<file path="src/rtl/onfi_probe_pkg.sv">
package onfi_probe_pkg;

  typedef enum logic [1:0] {
    OP_CMD  = 2'd0,
    OP_ADDR = 2'd1,
    OP_READ = 2'd2
  } bus_op_e;

  localparam logic [7:0]  CMD_READ_ID  = 8'h90;
  localparam logic [7:0]  ADDR_SIG     = 8'h20;
  localparam logic [7:0]  CMD_PARAM_PG = 8'hEC;
  localparam logic [7:0]  ADDR_PARAM   = 8'h00;
  localparam logic [31:0] SIG_TEXT     = 32'h4F4E4649;
  localparam logic [15:0] PAGE_CRC_SEED = 16'h4F4E;
  localparam logic [15:0] PAGE_CRC_POLY = 16'h8005;

endpackage

</file>
<file path="src/rtl/onfi_crc_acc.sv">
module onfi_crc_acc #(
  parameter logic [15:0] SEED = 16'h4F4E,
  parameter logic [15:0] POLY = 16'h8005
) (
  input  logic        clk,
  input  logic        rst_n,
  input  logic        clr,
  input  logic        en,
  input  logic [7:0]  din,
  output logic [15:0] crc
);

  function automatic logic [15:0] fold_byte(input logic [15:0] c, input logic [7:0] b);
    logic [15:0] r;
    r = c ^ {b, 8'h00};
    for (int k = 0; k < 8; k++) begin
      r = r[15] ? ((r << 1) ^ POLY) : (r << 1);
    end
    return r;
  endfunction

  always_ff @(posedge clk or negedge rst_n) begin
    if (!rst_n)   crc <= SEED;
    else if (clr) crc <= SEED;
    else if (en)  crc <= fold_byte(crc, din);
  end

endmodule

</file>
<file path="src/rtl/onfi_sig_cmp.sv">
module onfi_sig_cmp #(
  parameter int          SIG_LEN  = 4,
  parameter logic [31:0] SIG_WORD = 32'h4F4E4649,
  localparam int         POS_W    = (SIG_LEN > 1) ? $clog2(SIG_LEN) : 1
) (
  input  logic [POS_W-1:0] pos,
  input  logic [7:0]       din,
  output logic             match
);

  logic [7:0] expect_b [SIG_LEN];

  for (genvar g = 0; g < SIG_LEN; g++) begin : g_sig
    assign expect_b[g] = SIG_WORD[8*(SIG_LEN-1-g) +: 8];
  end

  assign match = (din == expect_b[pos]);

endmodule

</file>
<file path="src/rtl/onfi_settle_timer.sv">
module onfi_settle_timer #(
  parameter int  WB_CYC = 4,
  localparam int CNT_W  = $clog2(WB_CYC + 1)
) (
  input  logic clk,
  input  logic rst_n,
  input  logic arm,
  input  logic rb_ready,
  output logic go
);

  logic [CNT_W-1:0] cnt;

  always_ff @(posedge clk or negedge rst_n) begin
    if (!rst_n)           cnt <= '0;
    else if (arm)         cnt <= CNT_W'(WB_CYC);
    else if (cnt != '0)   cnt <= cnt - 1'b1;
  end

  assign go = (cnt == '0) && rb_ready;

endmodule

</file>
<file path="src/rtl/onfi_probe_seq.sv">
module onfi_probe_seq
  import onfi_probe_pkg::*;
#(
  parameter int  PAGE_BYTES = 256,
  parameter int  COPIES     = 3,
  parameter int  WB_CYC     = 4,
  localparam int IDX_W      = $clog2(PAGE_BYTES),
  localparam int CP_W       = (COPIES > 1) ? $clog2(COPIES) : 1
) (
  input  logic            clk,
  input  logic            rst_n,
  input  logic            start,
  input  logic            rb_ready,
  output logic            req_valid,
  input  logic            req_ready,
  output logic [1:0]      req_op,
  output logic [7:0]      req_byte,
  input  logic            rdat_valid,
  output logic            rdat_ready,
  input  logic [7:0]      rdat_byte,
  output logic            done,
  output logic            detected,
  output logic            failed,
  output logic [CP_W-1:0] copy_idx
);

  localparam logic [IDX_W-1:0] LO_POS   = IDX_W'(PAGE_BYTES - 2);
  localparam logic [IDX_W-1:0] HI_POS   = IDX_W'(PAGE_BYTES - 1);
  localparam logic [CP_W-1:0]  LAST_CP  = CP_W'(COPIES - 1);
  localparam logic [1:0]       SIG_LAST = 2'd3;

  typedef enum logic [3:0] {
    S_IDLE, S_ID_CMD, S_ID_ADDR, S_SIG_REQ, S_SIG_DAT,
    S_PP_CMD, S_PP_ADDR, S_SETTLE, S_PG_REQ, S_PG_DAT,
    S_CHECK, S_DONE
  } seq_st_e;

  seq_st_e          st;
  logic [IDX_W-1:0] bidx;
  logic [CP_W-1:0]  copy;
  logic [1:0]       sidx;
  logic [7:0]       ref_lo, ref_hi;
  logic [15:0]      crc_now;
  logic             sig_ok, settle_go;
  logic             fire, take, pass, crc_clr, crc_en;
  bus_op_e          op_sel;

  always_comb begin
    req_valid = 1'b0;
    op_sel    = OP_CMD;
    req_byte  = 8'h00;
    unique case (st)
      S_ID_CMD:  begin req_valid = 1'b1; op_sel = OP_CMD;  req_byte = CMD_READ_ID;  end
      S_ID_ADDR: begin req_valid = 1'b1; op_sel = OP_ADDR; req_byte = ADDR_SIG;     end
      S_PP_CMD:  begin req_valid = 1'b1; op_sel = OP_CMD;  req_byte = CMD_PARAM_PG; end
      S_PP_ADDR: begin req_valid = 1'b1; op_sel = OP_ADDR; req_byte = ADDR_PARAM;   end
      S_SIG_REQ, S_PG_REQ: begin req_valid = 1'b1; op_sel = OP_READ; end
      default: ;
    endcase
  end

  assign req_op     = op_sel;
  assign rdat_ready = (st == S_SIG_DAT) || (st == S_PG_DAT);
  assign fire       = req_valid && req_ready;
  assign take       = rdat_valid && rdat_ready;
  assign done       = (st == S_DONE);
  assign pass       = (crc_now == {ref_hi, ref_lo});
  assign crc_en     = take && (st == S_PG_DAT) && (bidx < LO_POS);
  assign crc_clr    = ((st == S_PP_ADDR) && fire) ||
                      ((st == S_CHECK) && !pass && (copy != LAST_CP));

  onfi_crc_acc #(.SEED(PAGE_CRC_SEED), .POLY(PAGE_CRC_POLY)) u_crc (
    .clk(clk), .rst_n(rst_n), .clr(crc_clr), .en(crc_en),
    .din(rdat_byte), .crc(crc_now)
  );

  onfi_sig_cmp #(.SIG_LEN(4), .SIG_WORD(SIG_TEXT)) u_sig (
    .pos(sidx), .din(rdat_byte), .match(sig_ok)
  );

  onfi_settle_timer #(.WB_CYC(WB_CYC)) u_settle (
    .clk(clk), .rst_n(rst_n), .arm((st == S_PP_ADDR) && fire),
    .rb_ready(rb_ready), .go(settle_go)
  );

  always_ff @(posedge clk or negedge rst_n) begin
    if (!rst_n) begin
      st       <= S_IDLE;
      bidx     <= '0;
      copy     <= '0;
      sidx     <= '0;
      ref_lo   <= '0;
      ref_hi   <= '0;
      detected <= 1'b0;
      failed   <= 1'b0;
      copy_idx <= '0;
    end else begin
      unique case (st)
        S_IDLE: if (start) begin
          st       <= S_ID_CMD;
          detected <= 1'b0;
          failed   <= 1'b0;
          copy_idx <= '0;
        end
        S_ID_CMD:  if (fire) st <= S_ID_ADDR;
        S_ID_ADDR: if (fire) begin st <= S_SIG_REQ; sidx <= '0; end
        S_SIG_REQ: if (fire) st <= S_SIG_DAT;
        S_SIG_DAT: if (take) begin
          if (!sig_ok) begin
            failed <= 1'b1;
            st     <= S_DONE;
          end else if (sidx == SIG_LAST) begin
            st <= S_PP_CMD;
          end else begin
            sidx <= sidx + 1'b1;
            st   <= S_SIG_REQ;
          end
        end
        S_PP_CMD:  if (fire) st <= S_PP_ADDR;
        S_PP_ADDR: if (fire) begin
          st   <= S_SETTLE;
          bidx <= '0;
          copy <= '0;
        end
        S_SETTLE:  if (settle_go) st <= S_PG_REQ;
        S_PG_REQ:  if (fire) st <= S_PG_DAT;
        S_PG_DAT: if (take) begin
          if (bidx == LO_POS) ref_lo <= rdat_byte;
          if (bidx == HI_POS) begin
            ref_hi <= rdat_byte;
            st     <= S_CHECK;
          end else begin
            bidx <= bidx + 1'b1;
            st   <= S_PG_REQ;
          end
        end
        S_CHECK: begin
          if (pass) begin
            detected <= 1'b1;
            copy_idx <= copy;
            st       <= S_DONE;
          end else if (copy == LAST_CP) begin
            failed <= 1'b1;
            st     <= S_DONE;
          end else begin
            copy <= copy + 1'b1;
            bidx <= '0;
            st   <= S_PG_REQ;
          end
        end
        S_DONE:  st <= S_IDLE;
        default: st <= S_IDLE;
      endcase
    end
  end

  assert_req_hold_R10: assert property (@(posedge clk) disable iff (!rst_n)
    (req_valid && !req_ready) |=> (req_valid && $stable(req_op) && $stable(req_byte)));

  assert_done_pulse_R8: assert property (@(posedge clk) disable iff (!rst_n)
    done |=> !done);

  assert_flags_excl_R8: assert property (@(posedge clk) disable iff (!rst_n)
    !(detected && failed));

  assert_idx_range_R6: assert property (@(posedge clk) disable iff (!rst_n)
    detected |-> (copy_idx <= LAST_CP));

  assert_settle_rb_R4: assert property (@(posedge clk) disable iff (!rst_n)
    ((st == S_PG_REQ) && ($past(st) == S_SETTLE)) |-> $past(rb_ready));

  assert_no_overlap_R10: assert property (@(posedge clk) disable iff (!rst_n)
    rdat_ready |-> !req_valid);

endmodule

</file>
<file path="config.mk">
export PLATFORM = sky130hd
export DESIGN_NAME = onfi_probe_seq
export DESIGN_NICKNAME = d
export VERILOG_FILES = /design/src/rtl/onfi_probe_pkg.sv /design/src/rtl/onfi_crc_acc.sv /design/src/rtl/onfi_sig_cmp.sv /design/src/rtl/onfi_settle_timer.sv /design/src/rtl/onfi_probe_seq.sv
export SDC_FILE = /design/constraint.sdc
export NUM_CORES = 1
export LEC_CHECK = 0
export ABC_CLOCK_PERIOD_IN_PS = 5000
export CAP_MARGIN = 15
export CORE_UTILIZATION = 30
export CTS_CLUSTER_SIZE = 28
export DETAILED_ROUTE_END_ITERATION = 8
export GPL_ROUTABILITY_DRIVEN = 0
export SYNTH_ARGS = -nofsm -noshare
export SYNTH_HDL_FRONTEND = slang
export SYNTH_SLANG_ARGS = --single-unit
</file>
<file path="constraint.sdc">
create_clock -name clk -period 5 [get_ports clk]
set_input_delay 1.25 -clock clk [delete_from_list [all_inputs] [get_ports clk]]
set_output_delay 1.25 -clock clk [all_outputs]
set_load 0.02 [all_outputs]
</file>
* Word level (Yosys, flattened, before mapping)
Index checks and enable logic that the tools add are counted.
** Word-level totals
- Register bits :: 55
- Input port bits :: 14
- Output and inout bits :: 17
- Logic and storage cells :: 154
** Operators by class
- Add/subtract/negate cells :: 4
- $lt $le $gt $ge :: 2
- Equal/unequal tests :: 36
- Mux-type cells :: 59
- Bitwise logic cells :: 10
- Reduce and logical (&&, ||, !) cells :: 32
** Operators by type and width (number)
- $mux 16 :: 10
- $mux 8 :: 7
- $pmux 8 s3 :: 2
- $mux 4 :: 11
- $pmux 4 s11 :: 1
- $ne 2x2->1 const B :: 18
- $not 3->3 :: 8
- $mux 2 :: 11
- $bmux 8 s2 :: 1
- $eq 16x16->1 :: 1
- $eq 4x3->1 const B :: 4
- $eq 4x4->1 const B :: 4
- $eq 8x8->1 const B :: 2
- $pmux 2 s2 :: 4
- $xor 16x16->16 :: 1
- $reduce_and 6->1 :: 2
- $reduce_and 10->1 :: 1
- $reduce_bool 2->1 :: 5
- $mux 3 :: 3
- $reduce_and 3->1 :: 3
- $reduce_bool 3->1 :: 3
- $add 8x1->8 const B :: 1
- $eq 4x2->1 const B :: 2
- $eq 8x8->1 :: 1
- 20 further kinds :: 37

* Longest topological paths before layout
Gate-level depths: netlist of the first run.
- Word-level depth :: 19
- Gate-level depth with buffers :: 9
- Depth with buffers taken out :: 8

* By module
From an unflattened synthesis of the first run, not the netlist that was laid out.
** Unflattened totals
- Cell total of the unflattened synthesis :: 347
- Area total of the unflattened synthesis :: 3457.1 µm²
** Modules (own cells, without submodules)
- onfi_probe_seq :: instances 1, cells an instance 241, area each 2299.7 µm², seq. area each 900.9 µm²
- onfi_crc_acc :: instances 1, cells an instance 80, area each 878.3 µm², seq. area each 411.6 µm²
- onfi_settle_timer :: instances 1, cells an instance 17, area each 191.4 µm², seq. area each 75.1 µm²
- onfi_sig_cmp :: instances 1, cells an instance 9, area each 87.6 µm², seq. area each 0.0 µm²

* Least setup slack after synthesis of the first run
Ideal clock, no wire load.
- Path kind :: flip-flop to output port
- Start point :: register st[1]
- End point :: output req_byte[3]
- Arrival :: 1.643 ns
- Required time :: 3.750 ns
- Setup slack :: 2.107 ns
- Stages on the path, launching flop included :: 7
- Buffers on the path :: 2
- Cells stage by stage :: dfrtp_1 clkbuf_1 inv_1 nand2_1 nor2_1 and2_1 buf_4
** Between the ends
- Cells in the longest elaborated chain, start to end :: 2
- Elaborated cells between the ends (all ways) :: 4
- Classes of those cells :: eq/ne: 3; mux: 1
** Ends and longest elaborated chain
- from (decl) :: RTL line onfi_probe_seq.sv:38 : seq_st_e st;
- from (signal assigned) :: RTL line onfi_probe_seq.sv:88 : st <= S_IDLE;
- from (signal assigned) :: RTL line onfi_probe_seq.sv:100 : st <= S_ID_CMD;
- from (signal assigned) :: RTL line onfi_probe_seq.sv:105 : S_ID_CMD: if (fire) st <= S_ID_ADDR;
- $eq 4x3->1 (tied with other cells) :: RTL line onfi_probe_seq.sv:52 : unique case (st)
- $pmux 8 s3 * :: RTL line onfi_probe_seq.sv:52
- to (decl) :: RTL line onfi_probe_seq.sv:17 : output logic [7:0] req_byte,
Mark *: on every way between the ends. The rest lies on a longest branch, timed or not.

* Worst setup path after layout of the first run
- Start point :: register st[0]
- End point :: output rdat_ready
** Between the ends
- Cells in the longest elaborated chain, start to end :: 2
- Elaborated cells between the ends (all ways) :: 3
- Classes of those cells :: eq/ne: 2; reduce/logical: 1
** Ends and longest elaborated chain
- $eq 4x3->1 / $eq 4x4->1 (equally long branches) :: RTL line onfi_probe_seq.sv:63 : assign rdat_ready = (st == S_SIG_DAT) || (st == S_PG_DAT);
- $logic_or 1x1->1 * :: RTL line onfi_probe_seq.sv:63
- to (decl) :: RTL line onfi_probe_seq.sv:19 : output logic rdat_ready,
Marks and branches as above.

==> results of run 1 <==
## critical path, stage by stage (launching register included)
cell and delay (ns):
dfrtp_1 0.66, clkinv_1 0.39, nor2_1 0.18, a21oi_1 0.08
nor2_1 0.13, clkdlybuf4s50_1 0.62
## logic make-up (layout without fill, tap and decap cells)
group / Yosys count / count (layout) / synth area share, %
flops: 55 / 55 / 42.5
simple gates: 102 / 102 / 16.1
mux: 20 / 20 / 6.75
fa+ha+maj: 7 / 7 / 2.68
xor+xnor: 41 / 41 / 11.4
compound gates: 66 / 66 / 15.1
other cells: 1 / 2 / 0.115
buf+inv: 36 / 55 / 5.25
## cell usage in the layout, fill, tap and decap left out, types with 4 or more instances in the layout
cell              n
nand2_1          21
nor3_1           11
o31ai_1          10
dfstp_2           9
dfrtp_1          46
clkdlybuf4s50_1  27
a31oi_1           4
nand4_1           6
clkbuf_8          6
inv_1            17
nor2b_1           4
nor2_1           21
nor4_1            4
nand3_1          13
o22a_1            4
and3_1            4
xor2_1           18
ha_1              7
mux2i_1           4
xnor2_1          22
o22ai_1           9
mux2_2           16
nand2b_1          4
o21ai_0          14
## sequential cells by signal (all words and copies together), names as in the netlist
name,flops
sidx,2
u_crc.crc,16
copy_idx,2
copy,2
u_settle.cnt,3
failed,1
st,4
ref_lo,8
bidx,8
ref_hi,8
detected,1
## cell type report
type                       count  area share, %
tap                          136           4.58
sequential                    55           37.3
clock buffer                   6           2.22
multi-input combinational    238           46.0
timing repair buffer          29           7.61
clock inverter                 2          0.471
inverter                      18           1.82
## metal layers
layer,routed length (um),GRT usage [%]
met1,3340,18.8
met3,317,2.27
met4,95,4.37
met5,0,0
met2,3270,20.8
## power by group through the flow
| stage | Sequential, mW | Combinational, mW | Clock [mW] |
|---|---|---|---|
| floorplan | 0.638 | 0.732 | 0 |
| global placement | 0.695 | 0.889 | 0 |
| detailed placement | 0.694 | 0.899 | 0 |
| CTS | 0.686 | 0.901 | 0.284 |
| global route | 0.711 | 0.984 | 0.300 |
| finish | 0.687 | 0.895 | 0.275 |
## path summary, 6_finish.rpt
path	start	end	slack (ns)	cells past startpoint
worst max-delay path	st[0]$_DFFE_PN0P_	rdat_ready	1.37	5
worst min-delay path	copy[0]$_DFFE_PN0P_	copy_idx[0]$_DFFE_PN0P_	0.49	2
worst max register to register	st[3]$_DFFE_PN0P_	u_crc.crc[12]$_DFFE_PN0P_	1.82	5
worst min register to register	copy[0]$_DFFE_PN0P_	copy_idx[0]$_DFFE_PN0P_	0.49	2
max in group asynchronous	rst_n	u_crc.crc[1]$_DFFE_PN1P_	3.19	2
min in group asynchronous	rst_n	u_crc.crc[4]$_DFFE_PN0P_	0.95	1
## synthesized netlist by cell type (all sizes together) (4+ instances only)
cell / n
xnor2: 22
nor3: 11
nand2: 21
nand3: 13
mux2i: 4
nor2b: 4
o22a: 4
inv: 17
a31oi: 4
mux2: 16
dfrtp: 46
xor2: 18
buf: 12
nor2: 22
nand2b: 4
dfstp: 9
clkbuf: 6
nand4: 6
a2bb2oi: 5
o22ai: 9
ha: 7
and3: 4
nor4: 4
o31ai: 11
o21ai: 14
==> run metrics, run 1 <==
Inst Count DP=476; Cells after Synth=328; core area=10400 um^2; IO buf count=28; Area Growth Syn to Fin=13.9%; die height=106 um; post-synth cell types=59; CTS tree=yes; Setup Skew=0.00866 ns; CP Data Required Time=3.75 ns; FP Rows=37; slew margin rel.=47.1%; hold buffer count at cts=0; total power=1.86 mW; HPWL Detailed=5.08 mm; clock share of power=14.8%; drt wl/cell=~15 um; critical path peak fanout=16; global-route wire length before repair=between 10 and 15 mm; Avg Cell Area, Syn=9.95 um^2; initial antenna violation count=0; Hold Crit Class=reg2reg; Logic pwr share=48.2%; Clk Latency, worst-skew pair=about 0.32 ns; GRT Overall Usage=13.4%; H-Tree Depth=2; # IOs=31; mapped cell area=approximately 3300 um^2; Int Pwr=between 1 and 1.5 mW; Setup crit end kind=output port; slack of the critical path=1.37 ns; pwr dens=500 nW/um^2; asr flop ratio synth=100%; Synth Register Bits=55; layout cells sized above 1=12.4%; Layout Nets=368; hold_ws=0.493 ns; largest net degree at the start of global routing=30; dominant synthesized flop cell=dfrtp_1; synth warn=0; crit path launch type=flip-flop; CTS Sinks=55; Sw Share=41.4%; Vias=about 2400; vias in the first global route=2424; DRC viols=0; Seq. cell area=1390 um^2; Fmax=276 MHz; pre-CTS setup slack=around 1.3 ns; Initial Util=31.3%; period utilisation layout=slightly above 70%; area of the multi-input gates=1710 um^2; post-CTS setup buffer count=0; switching pwr=between 0.7 and 0.8 mW; worst slew pin tran=0.793 ns; # diodes=0; WS Path Type=reg2out; Finished Layout Cells=484; root buf cell=clkbuf_8; Post-synth EDFFs=0; sequential-to-total area share from yosys stat=42.5%; Hold Violations, Final=0; 1st-iter DRT viols=approximately 120; share of the synthesized area in the top cell type=between 30% and 40%; P_leak=1.56 nW; max-slew violations=0; GRT Residual Overflow=0; Post-Layout Inst Area=between 3000 and 4000 um^2; Max VDD drop=184 uV; top cells by area, synth=dfrtp_1 (35%), dfstp_2 (7.2%), xnor2_1 (5.9%); largest area contributor in the synthesized netlist=dfrtp_1; Setup TNS=0 ns; RSZ-0062 raised after global routing=false; Final Critical Period=~3.6 ns; Arr. time, crit path=roughly 2.4 ns; die area=11300 um^2; post-DR vias/cell=5.04; final wirelength=roughly 7.0 mm; DRT Pass-1 Iters=4; clock slew at reported path FFs=0.10 ns; Resized cells post-CTS=0; total CTS buffers=5; part of the power in registers=37.0%; fillcell total=1045; Finished Core Util=35.7%; Final ANT Viol Nets=0; Max-Cap Viols=0; maximum clock path buffer count=2; status=finished clean; # setup viols final=0; Area after DPL=3620 um^2; Die W=~110 um
(Power assumes the default switching activity.)
==> inputs of run 2 (changes only) <==
- ABC_CLOCK_PERIOD_IN_PS: 5000 -> 3710
- clock period: 5 -> 3.71 ns (I/O delays scaled with it)
==> run 2 against run 1 <==
  * Combinational power up 36%
  * Global-route usage up 0.059 points
  * Highest routed layer unchanged
  * Clock skew increased by 0.0074 ns
==> run metrics, run 2 (synthesized netlist as in run 1, its figures left out) <==
max-slew violations=0; DRT Pass-1 Iters=4; worst slew pin tran=~0.67 ns; Top Family by Delay on Critical Path=buffers and inverters; CP max stage cell=dfrtp_1; clock slew at reported path FFs=0.10 ns; CP Data Required Time=2.78 ns; slew margin rel.=55.4%; Fmax=304 MHz; GRT Residual Overflow=0; post-CTS setup buffer count=0; IO buf count=28; commonest non-fill, non-tap cells in the layout=dfrtp_1 (46), clkdlybuf4s50_1 (27), xnor2_1 (22), nand2_1 (21), nor2_1 (21); Area Growth Syn to Fin=15.1%; hold_ws=0.487 ns; Hold Violations, Final=0; die height=106 um; critical path peak fanout=22; layout cells sized above 1=between 10% and 20%; period utilisation layout=88.8%; P_leak=1.58 nW; commonest non-fill, non-tap cell in the layout=dfrtp_1; final wirelength=just over 7 mm; total CTS buffers=5; Setup Skew=0.0161 ns; # setup viols final=0; Max VDD drop=261 uV; status=finished clean; Initial Util=31.3%; initial antenna violation count=0; CTS tree=yes; WS Path Type=reg2out; crit path launch type=flip-flop; largest net degree at the start of global routing=30; Resized cells post-CTS=0; max reg flops=16; Clk Latency, worst-skew pair=0.31 ns; Max-Cap Viols=0; root buf cell=clkbuf_8; pwr dens=679 nW/um^2; # IOs=31; # diodes=0; Setup crit end kind=output port; Setup TNS=0 ns; hold buffer count at cts=0; GRT Overall Usage=13.4%; core area=approximately 10000 um^2; FP Rows=37; Crit path buffers/inverters=2; Biggest register=u_crc.crc; Vias=2462; Arr. time, crit path=2.37 ns; post-DR vias/cell=5.05; Hold Crit Class=reg2reg; RSZ-0062 raised after global routing=false; global-route wire length before repair=12.2 mm; Die W=between 100 and 150 um; die area=11300 um^2; CTS Sinks=55; maximum clock path buffer count=2; Final ANT Viol Nets=0; CP max stage delay=0.75 ns; Layout Nets=372; 1st-iter DRT viols=124; drt wl/cell=14.7 um; Final Critical Period=3.29 ns; H-Tree Depth=2; DRC viols=0; HPWL Detailed=5.27 mm; Critical Path, Cell by Cell=inv_1 -> nand2_1 -> a21boi_0 -> o32ai_1 -> clkdlybuf4s50_1; vias in the first global route=2517; Reg2Reg Setup Slack=0.78 ns
-- run 2: report_power, final --
| part | internal [mW] | total [mW] | switching, mW |
|---|---|---|---|
| sequential | 0.741 | 0.928 | 0.187 |
| combinational | 0.579 | 1.22 | 0.643 |
| clock | 0.204 | 0.403 | 0.198 |
| total | 1.52 | 2.55 | 1.03 |
-- run 2: tightest hold or removal path, cell delays in order (launching register included) --
cell     delay [ns]
dfrtp_1        0.36
nand2_1        0.05
nand2_1        0.05
-- run 2: final timing paths --
kind | startpoint | end | cells past startpoint
max in group asynchronous | rst_n | u_crc.crc[1]$_DFFE_PN1P_ | 3
min | detected$_DFFE_PN0P_ | detected$_DFFE_PN0P_ | 2
min in group asynchronous | rst_n | u_crc.crc[12]$_DFFE_PN0P_ | 1
max | st[1]$_DFFE_PN0P_ | req_valid | 5
min reg2reg | detected$_DFFE_PN0P_ | detected$_DFFE_PN0P_ | 2
max reg2reg | st[3]$_DFFE_PN0P_ | u_crc.crc[3]$_DFFE_PN1P_ | 6
-- run 2: cell type report --
class	instances	area [um^2]
flip-flops and latches	55	1390
repair buffers	33	313
clock buffers	6	72.6
well taps	136	170
multi-input cells	238	1710
inverters	18	67.6
clock inverters	2	38.8
fillers	1068	6660
-- run 2: per-layer routing --
| layer | GRT usage (%) | routed length [um] |
|---|---|---|
| met1 | 18.6 | 3580 |
| met2 | 22.4 | 3370 |
| met5 | 0 | 0 |
| met3 | 2.21 | 223 |
| met4 | 1.69 | 19 |
-- run 2: stage by stage --
stage               area (um^2)  utilization [%]  setup WS (ns)  power, mW  cells
finish                     3760             36.1          0.416       2.55    488
floorplan                  3270                -           1.14       1.85    329
CTS                        3760             36.1          0.415       2.58    488
global route               3760             36.1          0.239       2.74    488
global placement           3650             35.0          0.499       2.15    480
detailed placement         3650             35.0          0.418       2.17    480
